--- config.mk ---
export PLATFORM = sky130hd
export DESIGN_NAME = enc_step_decoder
export DESIGN_NICKNAME = d
export VERILOG_FILES = /design/src/rtl/enc_step_decoder.sv
export SDC_FILE = /design/constraint.sdc
export NUM_CORES = 1
export LEC_CHECK = 0
export BUFFER_PORTS_ARGS = -buffer_cell sky130_fd_sc_hd__buf_2
export CORE_MARGIN = 2
export CORE_UTILIZATION = 25
export DETAILED_ROUTE_END_ITERATION = 6
export PLACE_DENSITY = 0.48
export SYNTH_ARGS = -nofsm -noshare
export SYNTH_HDL_FRONTEND = slang
export SYNTH_SLANG_ARGS = --single-unit
--- constraint.sdc ---
create_clock -name clk -period 1.4 [get_ports clk]
set_input_delay 0.14 -clock clk [delete_from_list [all_inputs] [get_ports clk]]
set_output_delay 0.14 -clock clk [all_outputs]
set_load 0.05 [all_outputs]
--- src/rtl/enc_step_decoder.sv ---
module enc_step_decoder #(
  parameter int unsigned PRESCALE    = 64,
  parameter int unsigned SYNC_STAGES = 2
) (
  input  logic clk,
  input  logic rst_n,
  input  logic tick,
  input  logic ph_a,
  input  logic ph_b,
  output logic step_up,
  output logic step_dn
);
  localparam int unsigned CW = $clog2(PRESCALE + 1);

  logic [SYNC_STAGES-1:0] a_sync, b_sync;
  logic [CW-1:0]          cnt;
  logic                   a_low;

  wire a_s      = a_sync[SYNC_STAGES-1];
  wire b_s      = b_sync[SYNC_STAGES-1];
  wire sample   = tick && (cnt == CW'(1));
  wire edge_hit = sample && !a_s && !a_low;

  always_ff @(posedge clk or negedge rst_n)
    if (!rst_n) begin
      a_sync <= '1;
      b_sync <= '0;
    end else begin
      a_sync <= {a_sync[SYNC_STAGES-2:0], ph_a};
      b_sync <= {b_sync[SYNC_STAGES-2:0], ph_b};
    end

  always_ff @(posedge clk or negedge rst_n)
    if (!rst_n)
      cnt <= CW'(PRESCALE);
    else if (tick)
      cnt <= (cnt == CW'(1)) ? CW'(PRESCALE) : cnt - CW'(1);

  always_ff @(posedge clk or negedge rst_n)
    if (!rst_n)
      a_low <= 1'b0;
    else if (sample)
      a_low <= !a_s;

  always_ff @(posedge clk or negedge rst_n)
    if (!rst_n) begin
      step_up <= 1'b0;
      step_dn <= 1'b0;
    end else begin
      step_up <= edge_hit && !b_s;
      step_dn <= edge_hit &&  b_s;
    end
endmodule

==> reports/metrics.csv <==
metric,value,unit
Post-synth top flop,dfrtp_1,
Synth Register Bits,14,
number of global-route vias before repair,419,
Die Y,54.1,um
CTS tree,done,
first-pass GRT wire length,1.94,mm
gr ovfl total,0,
IO Pins,7,
Fmax,737,MHz
Die Area,0.00292,mm2
Iter 0 DRT Violations,3,
clock latency on the worst-skew pair,0.29,ns
Netlist cell types,28,
"Core Util, Final",0.344,
pwr/cell area,1770,mW/mm2
Post-Syn Nets,56,
most frequent cells in the layout,"dfrtp_1 (8), buf_2 (6), buf_4 (6), o21ai_1 (4)",
share of cells above drive strength 1,0.507,
Ys Warns,0,
CP Capture Type,flip-flop,
Avg WL per Cell,11.8,um
GP Congestion,0.704,
endpoints failing hold,0,
Core ar.,0.00243,mm2
Required @ worst endpoint,1.58,ns
Pins Over Slew Limit,0,
Total GRT Usage,0.0994,
Nets,75,
Tmin final,1.36,ns
CTS H-Tree Depth,1,
"FFs w/ async S/R, synth",1.00,
antenna-violating nets left,0,
CP Max Fanout,3,
Worst Max-Slew Pin Slew,0.362,ns
number of buffers created by CTS,3,
Tcrit/Tclk final,0.969,
Reg2Reg Setup Slack,0.04,ns
Final HPWL DP,752,um
status,completed,
RSZ-0062 raised after global routing,true,
largest net degree at the start of global routing,15,
die width,54.1,um
Longest Clk Path Bufs,2,
Leak Pwr,0.356,nW
Gate Count Post-Synth,49,
Mapped Area,627,um2
antenna violations before repair,0,
Power Total,1.48,mW
"EDFF count, synth",0,
IO buf count,6,
Placed Area,714,um2
Crit Path Category,reg2reg,
"Avg Cell Area, Syn",12.8,um2
Syn-to-layout area delta,33.3,%
Cell Rows,18,
Max-cap violations,0,
"most common cell after layout, fill and taps aside",dfrtp_1,
final setup vio count,0,
Setup Skew,0.00322,ns
detailed-route wire length,1.14,mm
maximum VDD drop,0.000826,V
clk root buf,clkbuf_4,
Critical Path Source Type,flip-flop,
TritonCTS sink count,14,
"Clk pin slew, worst setup/hold paths",0.09,ns
antenna diode count,0,
worst path arrival time,1.53,ns
DRT Pass-1 Iters,4,
DR vias,416,
DRC,0,
HP Class,in2reg,
Slew headroom,0.758,
final instance area,836,um2
sequential area share after synthesis,0.565,
number of vias per cell,4.29,
Initial Utilization,0.258,
-- power breakdown --
| group | total (mW) | internal, mW | switching (mW) |
|---|---|---|---|
| registers | 0.683 | 0.536 | 0.147 |
| clock network | 0.301 | 0.158 | 0.142 |
| logic | 0.498 | 0.283 | 0.216 |
-- layer usage --
metal | track usage | part of all wire
met1 | 0.117 | 0.46
met2 | 0.154 | 0.47
met3 | 0.00833 | 0.018
met4 | 0.100 | 0.048
met5 | 0 | 0
-- sequential cells by signal, indices dropped and copies added, names as in the netlist --
signal   cells
a_low        1
step_up      1
a_sync       2
b_sync       2
step_dn      1
cnt          7
-- cells in the mapped netlist, types with 2 or more instances --
| master | instances | share of area |
|---|---|---|
| nor2_1 | 2 | 0.012 |
| inv_1 | 3 | 0.018 |
| nor4b_2 | 2 | 0.048 |
| a21oi_1 | 2 | 0.016 |
| o21ai_1 | 2 | 0.016 |
| o21ai_0 | 3 | 0.024 |
| dfstp_2 | 3 | 0.13 |
| ha_1 | 2 | 0.040 |
| dfrtp_1 | 11 | 0.44 |
-- what timing repair did --
item	in CTS	in global routing
buffers inserted	1	2
pin swaps	1	2
hold endpoints to repair	13	0
hold buffers	3	0
gates resized for setup	1	11
setup endpoints to repair	3	7
-- final timing paths --
check | from | to | cells after the start
worst max-delay path | cnt[3]$_DFFE_PN0P_ | a_low$_DFFE_PN0P_ | 3
worst min-delay path | tick | cnt[1]$_DFFE_PN0P_ | 2
worst max register to register | cnt[3]$_DFFE_PN0P_ | a_low$_DFFE_PN0P_ | 3
worst min register to register | a_sync[0]$_DFF_PN1_ | a_sync[1]$_DFF_PN1_ | 0
max in group asynchronous | rst_n | cnt[6]$_DFFE_PN1P_ | 2
min in group asynchronous | rst_n | cnt[5]$_DFFE_PN0P_ | 2
-- layout make-up --
| class | instances | area (um2) |
|---|---|---|
| repair buffers | 15 | 105 |
| clock buffers | 4 | 36.3 |
| well taps | 30 | 37.5 |
| multi-input cells | 31 | 288 |
| fillers | 247 | 1600 |
| flip-flops and latches | 14 | 358 |
| inverters | 3 | 11.3 |
-- worst max-delay path, cell delays in order (launching register included) --
cell,delay (ns)
dfrtp_2,0.44
or4_1,0.58
o21ai_1,0.16
o21ai_1,0.07
-- metrics by stage --
stage / TNS [ns] / cells / setup slack, ns / hold WS, ns
2_1_floorplan: 0 / 49 / 0.0858 / -0.156
5_1_grt: -0.0254 / 97 / -0.0174 / 0.184
3_5_place_dp: -0.0341 / 87 / -0.0155 / 0.0503
4_1_cts: -0.00661 / 95 / -0.00661 / 0.151
3_3_place_gp: 0 / 87 / 0.0109 / 0.0530
6_report: 0 / 97 / 0.0434 / 0.169
-- logic make-up after synthesis --
kind of cell | synth area share
simple gates | 0.206
flops | 0.565
fa+ha+maj | 0.0399
compound gates | 0.132
xor+xnor | 0.0140
buf+inv | 0.0259
mux | 0.0180
(Power assumes the default switching activity.)
